## config.mk

```make
export PLATFORM = sky130hd
export DESIGN_NAME = dlycal_tuner
export DESIGN_NICKNAME = d
export VERILOG_FILES = /design/src/rtl/dlycal_pkg.sv /design/src/rtl/dlycal_unit_search.sv /design/src/rtl/dlycal_phase_scan.sv /design/src/rtl/dlycal_tuner.sv
export SDC_FILE = /design/constraint.sdc
export NUM_CORES = 1
export LEC_CHECK = 0
export BUFFER_PORTS_ARGS = -buffer_cell sky130_fd_sc_hd__buf_4
export CAP_MARGIN = 20
export CORE_MARGIN = 1.5
export CORE_UTILIZATION = 53
export DETAILED_ROUTE_END_ITERATION = 12
export GPL_TIMING_DRIVEN = 0
export PLACE_DENSITY = 0.8
export SLEW_MARGIN = 30
export SYNTH_ARGS = -nofsm -noshare
export SYNTH_HDL_FRONTEND = slang
export SYNTH_SLANG_ARGS = --single-unit
```

## constraint.sdc

```tcl
create_clock -name clk -period 2.4 [get_ports clk]
set_input_delay 0.36 -clock clk [delete_from_list [all_inputs] [get_ports clk]]
set_output_delay 0.36 -clock clk [all_outputs]
set_load 0.005 [all_outputs]
```

## src/rtl/dlycal_pkg.sv

```systemverilog
package dlycal_pkg;
  localparam int SEL_W    = 4;
  localparam int UNIT_W   = 7;
  localparam int LEN_W    = 12;
  localparam int SEL_LSB  = 0;
  localparam int UNIT_LSB = 8;
  localparam int LEN_LSB  = 16;
  localparam int LENV_BIT = 31;

  typedef struct packed {
    logic              en;
    logic              samp;
    logic [SEL_W-1:0]  sel;
    logic [UNIT_W-1:0] unit;
    logic              load;
  } dl_drive_t;

  function automatic logic [SEL_W-1:0] top_bit(input logic [LEN_W-1:0] v);
    logic [SEL_W-1:0] r;
    r = '0;
    for (int i = 0; i < LEN_W; i++)
      if (v[i]) r = SEL_W'(i);
    return r;
  endfunction
endpackage

```

## src/rtl/dlycal_unit_search.sv

```systemverilog
module dlycal_unit_search
  import dlycal_pkg::*;
#(
  parameter int NB_CELLS      = 11,
  parameter int TIMEOUT_TICKS = 1000
) (
  input  logic              clk,
  input  logic              rst_n,
  input  logic              start_i,
  input  logic              tick_i,
  input  logic [LEN_W-1:0]  len_i,
  input  logic              len_vld_i,
  output dl_drive_t         drv_o,
  output logic              busy_o,
  output logic              ok_o,
  output logic              fail_o,
  output logic [UNIT_W-1:0] unit_o,
  output logic [SEL_W-1:0]  maxph_o
);
  localparam int CW        = $clog2(TIMEOUT_TICKS + 1);
  localparam int UNIT_MAX  = (1 << UNIT_W) - 1;
  localparam int LEN_LIMIT = 1 << NB_CELLS;

  typedef enum logic [1:0] {C_IDLE, C_LOAD, C_WAIT} cst_e;
  cst_e st;
  logic [CW-1:0]     cnt;
  logic [UNIT_W-1:0] unit_q;
  logic              len_good;

  assign len_good = (len_i != '0) && (len_i < LEN_W'(LEN_LIMIT));

  always_ff @(posedge clk or negedge rst_n) begin
    if (!rst_n) begin
      st      <= C_IDLE;
      cnt     <= '0;
      unit_q  <= '0;
      maxph_o <= '0;
      ok_o    <= 1'b0;
      fail_o  <= 1'b0;
    end else begin
      ok_o   <= 1'b0;
      fail_o <= 1'b0;
      case (st)
        C_IDLE: if (start_i) begin
          unit_q <= '0;
          st     <= C_LOAD;
        end
        C_LOAD: begin
          cnt <= '0;
          st  <= C_WAIT;
        end
        default: begin
          if (len_vld_i && len_good) begin
            maxph_o <= top_bit(len_i);
            ok_o    <= 1'b1;
            st      <= C_IDLE;
          end else if (len_vld_i || (tick_i && cnt == CW'(TIMEOUT_TICKS - 1))) begin
            if (unit_q == UNIT_W'(UNIT_MAX)) begin
              fail_o <= 1'b1;
              st     <= C_IDLE;
            end else begin
              unit_q <= unit_q + 1'b1;
              st     <= C_LOAD;
            end
          end else if (tick_i) begin
            cnt <= cnt + 1'b1;
          end
        end
      endcase
    end
  end

  always_comb begin
    drv_o.en   = (st != C_IDLE);
    drv_o.samp = (st != C_IDLE);
    drv_o.sel  = SEL_W'(NB_CELLS + 1);
    drv_o.unit = unit_q;
    drv_o.load = (st == C_LOAD);
  end
  assign busy_o = (st != C_IDLE);
  assign unit_o = unit_q;


  timeout_bound_chk: assert property (@(posedge clk) disable iff (!rst_n)
    cnt < CW'(TIMEOUT_TICKS));

  unit_step_chk: assert property (@(posedge clk) disable iff (!rst_n)
    (st == C_LOAD && $past(st) == C_WAIT) |-> unit_q == $past(unit_q) + 1'b1);
endmodule

```

## src/rtl/dlycal_phase_scan.sv

```systemverilog
module dlycal_phase_scan
  import dlycal_pkg::*;
(
  input  logic              clk,
  input  logic              rst_n,
  input  logic              start_i,
  input  logic              abort_i,
  input  logic [UNIT_W-1:0] unit_i,
  input  logic [SEL_W-1:0]  maxph_i,
  output logic              test_req_o,
  input  logic              test_ack_i,
  input  logic              test_pass_i,
  output dl_drive_t         drv_o,
  output logic              busy_o,
  output logic              done_o,
  output logic              fail_o,
  output logic [SEL_W-1:0]  phase_o
);
  localparam int RW = SEL_W + 1;

  typedef enum logic [2:0] {P_IDLE, P_LOAD, P_REQ, P_DECIDE, P_FINAL, P_HOLD} pst_e;
  pst_e st;
  logic [SEL_W-1:0] ph, best_end, fin_ph;
  logic [RW-1:0]    cur, best, cur_nx;

  assign cur_nx = test_pass_i ? cur + 1'b1 : '0;

  always_ff @(posedge clk or negedge rst_n) begin
    if (!rst_n) begin
      st       <= P_IDLE;
      ph       <= '0;
      cur      <= '0;
      best     <= '0;
      best_end <= '0;
      fin_ph   <= '0;
      done_o   <= 1'b0;
      fail_o   <= 1'b0;
    end else begin
      done_o <= 1'b0;
      fail_o <= 1'b0;
      case (st)
        P_IDLE, P_HOLD: begin
          if (start_i) begin
            ph       <= '0;
            cur      <= '0;
            best     <= '0;
            best_end <= '0;
            st       <= P_LOAD;
          end else if (abort_i) begin
            st <= P_IDLE;
          end
        end
        P_LOAD: st <= P_REQ;
        P_REQ: if (test_ack_i) begin
          cur <= cur_nx;
          if (cur_nx > best) begin
            best     <= cur_nx;
            best_end <= ph;
          end
          if (ph == maxph_i) st <= P_DECIDE;
          else begin
            ph <= ph + 1'b1;
            st <= P_LOAD;
          end
        end
        P_DECIDE: begin
          if (best == '0) begin
            fail_o <= 1'b1;
            st     <= P_IDLE;
          end else begin
            fin_ph <= best_end - SEL_W'(best >> 1);
            st     <= P_FINAL;
          end
        end
        P_FINAL: begin
          done_o <= 1'b1;
          st     <= P_HOLD;
        end
        default: st <= P_IDLE;
      endcase
    end
  end

  always_comb begin
    drv_o.en   = (st == P_LOAD) || (st == P_REQ) || (st == P_FINAL) || (st == P_HOLD);
    drv_o.samp = 1'b0;
    drv_o.sel  = (st == P_FINAL || st == P_HOLD) ? fin_ph : ph;
    drv_o.unit = unit_i;
    drv_o.load = (st == P_LOAD) || (st == P_FINAL);
  end
  assign test_req_o = (st == P_REQ);
  assign busy_o     = (st != P_IDLE) && (st != P_HOLD);
  assign phase_o    = fin_ph;


  req_hold_chk: assert property (@(posedge clk) disable iff (!rst_n)
    (test_req_o && !test_ack_i) |=> (test_req_o && ph == $past(ph)));

  phase_range_chk: assert property (@(posedge clk) disable iff (!rst_n)
    test_req_o |-> ph <= maxph_i);
endmodule

```

## src/rtl/dlycal_tuner.sv

```systemverilog
module dlycal_tuner
  import dlycal_pkg::*;
#(
  parameter int NB_CELLS      = 11,
  parameter int TIMEOUT_TICKS = 1000
) (
  input  logic              clk,
  input  logic              rst_n,
  input  logic              start_i,
  input  logic              tick_i,
  output logic              done_o,
  output logic              err_o,
  output logic [UNIT_W-1:0] unit_o,
  output logic [SEL_W-1:0]  phase_o,
  output logic [1:0]        dl_ctrl_o,
  output logic [31:0]       dl_cfg_o,
  output logic              dl_load_o,
  input  logic [31:0]       dl_stat_i,
  output logic              test_req_o,
  input  logic              test_ack_i,
  input  logic              test_pass_i
);
  dl_drive_t         cal_drv, scan_drv, drv;
  logic              cal_busy, cal_ok, cal_fail;
  logic              scan_busy, scan_done, scan_fail;
  logic [SEL_W-1:0]  maxph;
  logic              scan_mode, go;
  logic [LEN_W-1:0]  st_len;
  logic              st_vld;
  logic              unused_stat;

  assign st_len      = dl_stat_i[LEN_LSB +: LEN_W];
  assign st_vld      = dl_stat_i[LENV_BIT];
  assign unused_stat = ^{dl_stat_i[LEN_LSB-1:0], dl_stat_i[LENV_BIT-1:LEN_LSB+LEN_W]};
  assign go          = start_i && !cal_busy && !scan_busy;

  dlycal_unit_search #(.NB_CELLS(NB_CELLS), .TIMEOUT_TICKS(TIMEOUT_TICKS)) u_search (
    .clk(clk), .rst_n(rst_n), .start_i(go), .tick_i(tick_i),
    .len_i(st_len), .len_vld_i(st_vld), .drv_o(cal_drv), .busy_o(cal_busy),
    .ok_o(cal_ok), .fail_o(cal_fail), .unit_o(unit_o), .maxph_o(maxph));

  dlycal_phase_scan u_scan (
    .clk(clk), .rst_n(rst_n), .start_i(cal_ok), .abort_i(go),
    .unit_i(unit_o), .maxph_i(maxph), .test_req_o(test_req_o),
    .test_ack_i(test_ack_i), .test_pass_i(test_pass_i), .drv_o(scan_drv),
    .busy_o(scan_busy), .done_o(scan_done), .fail_o(scan_fail), .phase_o(phase_o));

  always_ff @(posedge clk or negedge rst_n) begin
    if (!rst_n) begin
      done_o    <= 1'b0;
      err_o     <= 1'b0;
      scan_mode <= 1'b0;
    end else if (go) begin
      done_o    <= 1'b0;
      err_o     <= 1'b0;
      scan_mode <= 1'b0;
    end else begin
      if (cal_ok) scan_mode <= 1'b1;
      if (cal_fail || scan_fail) err_o <= 1'b1;
      if (scan_done) done_o <= 1'b1;
    end
  end

  assign drv = scan_mode ? scan_drv : cal_drv;

  always_comb begin
    dl_cfg_o                      = '0;
    dl_cfg_o[SEL_LSB +: SEL_W]    = drv.sel;
    dl_cfg_o[UNIT_LSB +: UNIT_W]  = drv.unit;
    dl_ctrl_o                     = {drv.samp, drv.en};
    dl_load_o                     = drv.load;
  end


  one_outcome_chk: assert property (@(posedge clk) disable iff (!rst_n)
    !(done_o && err_o));

  scan_ctrl_chk: assert property (@(posedge clk) disable iff (!rst_n)
    test_req_o |-> dl_ctrl_o == 2'b01);

  final_cfg_chk: assert property (@(posedge clk) disable iff (!rst_n)
    $rose(done_o) |-> (dl_ctrl_o == 2'b01 && dl_cfg_o[SEL_LSB +: SEL_W] == phase_o
                       && dl_cfg_o[UNIT_LSB +: UNIT_W] == unit_o));

  err_bypass_chk: assert property (@(posedge clk) disable iff (!rst_n)
    $rose(err_o) |-> dl_ctrl_o == 2'b00);
endmodule

```

==> flow_summary.rst <==
.. list-table::
   :header-rows: 1

   * - Metric
     - Value
   * - Average wire per cell in the routed design
     - 13.6 µm
   * - Slowest-stage cell, CP
     - sky130_fd_sc_hd__dfrtp_1
   * - Die width
     - 81.1 µm
   * - Crit path required time
     - 2620 ps
   * - Number of synthesized flops with an enable pin
     - 0
   * - Top library cells by usage in the layout, fill and taps aside
     - 77 x sky130_fd_sc_hd__buf_4, 55 x sky130_fd_sc_hd__dfrtp_1, 31 x sky130_fd_sc_hd__nand2_1
   * - Antenna diodes
     - 0
   * - Via count of the first global-routing pass
     - 2499
   * - Wire length of the first global-routing pass
     - 11000 µm
   * - Worst vdd ir
     - 0.000438 V
   * - Hold Slack
     - 70.3 ps
   * - R2r endpoint
     - u_scan.best[0]
   * - Clock Skew
     - 14.6 ps
   * - Max transition margin
     - 0.514
   * - Clock Tree Root
     - sky130_fd_sc_hd__clkbuf_8
   * - Worst Hold Class
     - input pin to asynchronous set/reset pin
   * - Number of rows created at floorplan
     - 28
   * - Final hold violation count
     - 0
   * - Vertical extent of the die
     - 81.1 µm
   * - Element type at the critical path start
     - register
   * - Clock sink count
     - 55
   * - Initial drt markers
     - 268
   * - Number of iterations in the first detailed-routing pass
     - 4
   * - Sum of negative setup slack
     - 0 ps
   * - Largest net degree at the start of global routing
     - 56
   * - Area share of the largest cell type after synthesis
     - 0.426
   * - H-Tree Level Count
     - 2
   * - Crit path cell chain
     - buf_4, nand3_1, xnor2_1, and2_1, ha_1, a21o_1, a21oi_2, a32oi_2, and3_1, buf_6, a32o_1
   * - Most used flip-flop cell after synthesis
     - sky130_fd_sc_hd__dfrtp_1
   * - Fraction of layout cells with a size suffix above 1
     - 0.258
   * - Total wire length after detailed routing
     - 6690 µm
   * - Synth Instances
     - 342
   * - Sequential area share after synthesis
     - 0.426
   * - Boundary pin count
     - 87
   * - Top cells by area in the synthesized netlist
     - sky130_fd_sc_hd__dfrtp_1 43%, sky130_fd_sc_hd__buf_4 6.7%, sky130_fd_sc_hd__ha_1 4.6%
   * - Achievable Freq
     - 0.432 GHz
   * - Worst Max-Slew Pin Slew
     - 729 ps
   * - Final number of max-transition violations
     - 0
   * - Endpoint arrival time on the critical path
     - 2530 ps
   * - Category of the worst setup path capture point
     - register
   * - Leading area contributor after synthesis
     - sky130_fd_sc_hd__dfrtp_1
   * - Maximum fanout along the worst path
     - 9
   * - Count of unresolved DRC violations after routing
     - 0
   * - Post-detailed-route count of antenna-violating nets
     - 0
   * - Final Setup Violations
     - 0
   * - PortBufs
     - 46
   * - Power density relative to cell area
     - 798 nW/µm²
   * - Reg2Reg Launch Point
     - u_scan.cur[0]
   * - Antenna violations before repair
     - 0
   * - Critical path's largest stage delay
     - 410 ps
   * - Die Footprint
     - 6580 µm²
   * - Post-DP HPWL
     - 4910 µm
   * - Status
     - complete, no violations
   * - CTS Buf Count
     - 5
   * - Global-route usage over all layers
     - 0.215
   * - Deepest clock path buffer count
     - 2
   * - RSZ-0062 raised after global routing
     - true
   * - Most common library cell in the layout ignoring fill and taps
     - sky130_fd_sc_hd__buf_4
   * - Avg Inst Size Synth
     - 9.45 µm²
   * - Tmin final
     - 2310 ps
   * - Synth Register Bits
     - 55
   * - Net count, final
     - 468
   * - Max-capacitance violation count
     - 0
   * - Worst-skew pair later-pin latency
     - 320 ps
   * - Distinct cell type count after synthesis
     - 59
   * - Path depth of the worst reg2reg path
     - 11
   * - Core ar.
     - 5920 µm²
   * - TritonCTS clock tree
     - done
   * - Synth async-reset ratio
     - 1.00
   * - Clock slew at the register clock pins of the worst setup and hold paths
     - 110 ps
   * - Leftover overflow at the end of global routing
     - 0
   * - Yosys warning total
     - 0
   * - Netlist area before placement
     - 3230 µm²
   * - Signed area change from the synthesized netlist to the final layout
     - 20.9%
   * - Routability Congestion
     - 0.896
   * - Minimum setup slack among reg-to-reg paths
     - 90 ps
   * - Type of the worst setup path
     - register to register
   * - Routed via count divided by cell count
     - 5.38
   * - Final Cycle Share
     - 0.964
   * - Starting utilization of the core area
     - 0.546
   * - Count of vias placed by the detailed router
     - 2650
   * - Leakage power
     - 1.87 nW
-- power breakdown --
group	leakage (nW)	total (mW)	internal, mW	switching, mW
Sequential	0.743	1.27	1.10	0.168
Combinational	1.08	1.30	0.626	0.670
Clock	0.0484	0.553	0.238	0.315
-- cell type report --
class | instances | area [µm²]
well taps | 75 | 93.8
fillers | 483 | 2010
repair buffers | 48 | 360
flip-flops and latches | 55 | 1380
clock inverters | 1 | 8.76
multi-input cells | 252 | 1640
clock buffers | 7 | 86.3
plain buffers | 37 | 269
inverters | 18 | 71.3
-- critical path: cells and delay by family (launching register included) --
kind            cells  cell delay [ps]
simple gates        3              450
xor+xnor            1              120
buf+inv             2              270
flops               1              410
fa+ha+maj           1              260
compound gates      4              700
-- state kept, by name, summed over array words and instances, names as in the netlist --
name,count
u_search.cnt,10
u_search.unit_o,7
u_scan.best,5
u_scan.cur,5
u_scan.best_end,4
u_scan.ph,4
u_scan.phase_o,4
u_search.maxph_o,4
u_scan.st,3
u_search.st,2
done_o,1
err_o,1
scan_mode,1
u_scan.done_o,1
u_scan.fail_o,1
u_search.fail_o,1
u_search.ok_o,1
-- cell families after synthesis --
logic type / after synthesis / share of synthesized area
and+or+nand+nor: 120 / 0.191
buffers and inverters: 55 / 0.102
xor gates and xnor gates: 19 / 0.0515
AOI/OAI and AO/OA: 76 / 0.165
other: 1 / 0.00116
muxes: 3 / 0.0101
DFF: 55 / 0.426
adders and majority gates: 13 / 0.0527
-- synthesized netlist by cell type, types with 5 or more instances --
master                    instances
sky130_fd_sc_hd__nor2b_1          5
sky130_fd_sc_hd__xnor2_1         12
sky130_fd_sc_hd__nand3_1         16
sky130_fd_sc_hd__o21ai_0         25
sky130_fd_sc_hd__a22o_1           8
sky130_fd_sc_hd__nand2_1         31
sky130_fd_sc_hd__nor3_1           8
sky130_fd_sc_hd__inv_1           17
sky130_fd_sc_hd__nor2_1          27
sky130_fd_sc_hd__buf_4           29
sky130_fd_sc_hd__a21oi_1         10
sky130_fd_sc_hd__dfrtp_1         55
sky130_fd_sc_hd__ha_1            12
sky130_fd_sc_hd__xor2_1           7
sky130_fd_sc_hd__and3_1           5
sky130_fd_sc_hd__o22a_1           5
-- routing by layer --
metal  up-vias  wire [µm]  global-route usage
met3        15        341              0.0416
met5         -          0                   0
met4         0        150               0.100
met2        82       3260               0.346
met1      1261       2930               0.279
li1       1292          -                   -
-- per-stage QoR --
stage	cell area, µm²	std cells	power [mW]	setup slack (ps)	util
floorplan	3310	362	2.04	201	-
global placement	3750	483	2.46	-47.6	0.633
detailed placement	3750	483	2.52	-162	0.633
CTS	3860	492	3.09	0.376	0.652
global route	3910	493	3.36	-22.0	0.660
finish	3910	493	3.12	87.0	0.660
-- how the worst max path moves through the flow --
stage | cells past startpoint | slack (ps) | start | to
floorplan | 11 | 200 | u_scan.cur[0] | u_scan.best[0]
global placement | 10 | -50 | u_scan.cur[0] | u_scan.best[4]
detailed placement | 10 | -160 | u_scan.cur[0] | u_scan.best_end[0]
CTS | 11 | 0.4 | u_scan.cur[0] | u_scan.best[0]
global route | 10 | -20 | u_scan.cur[1] | u_scan.best_end[0]
finish | 11 | 90 | u_scan.cur[0] | u_scan.best[0]
-- repair_timing --
action | CTS | global route
buffers inserted | 1 | 1
hold buffers | 0 | 0
gates resized for setup | 3 | 9
pin swaps | 1 | 2
setup endpoints to repair | 9 | 10
gates cloned | 0 | 0
Power figures use the tool's default switching activity.
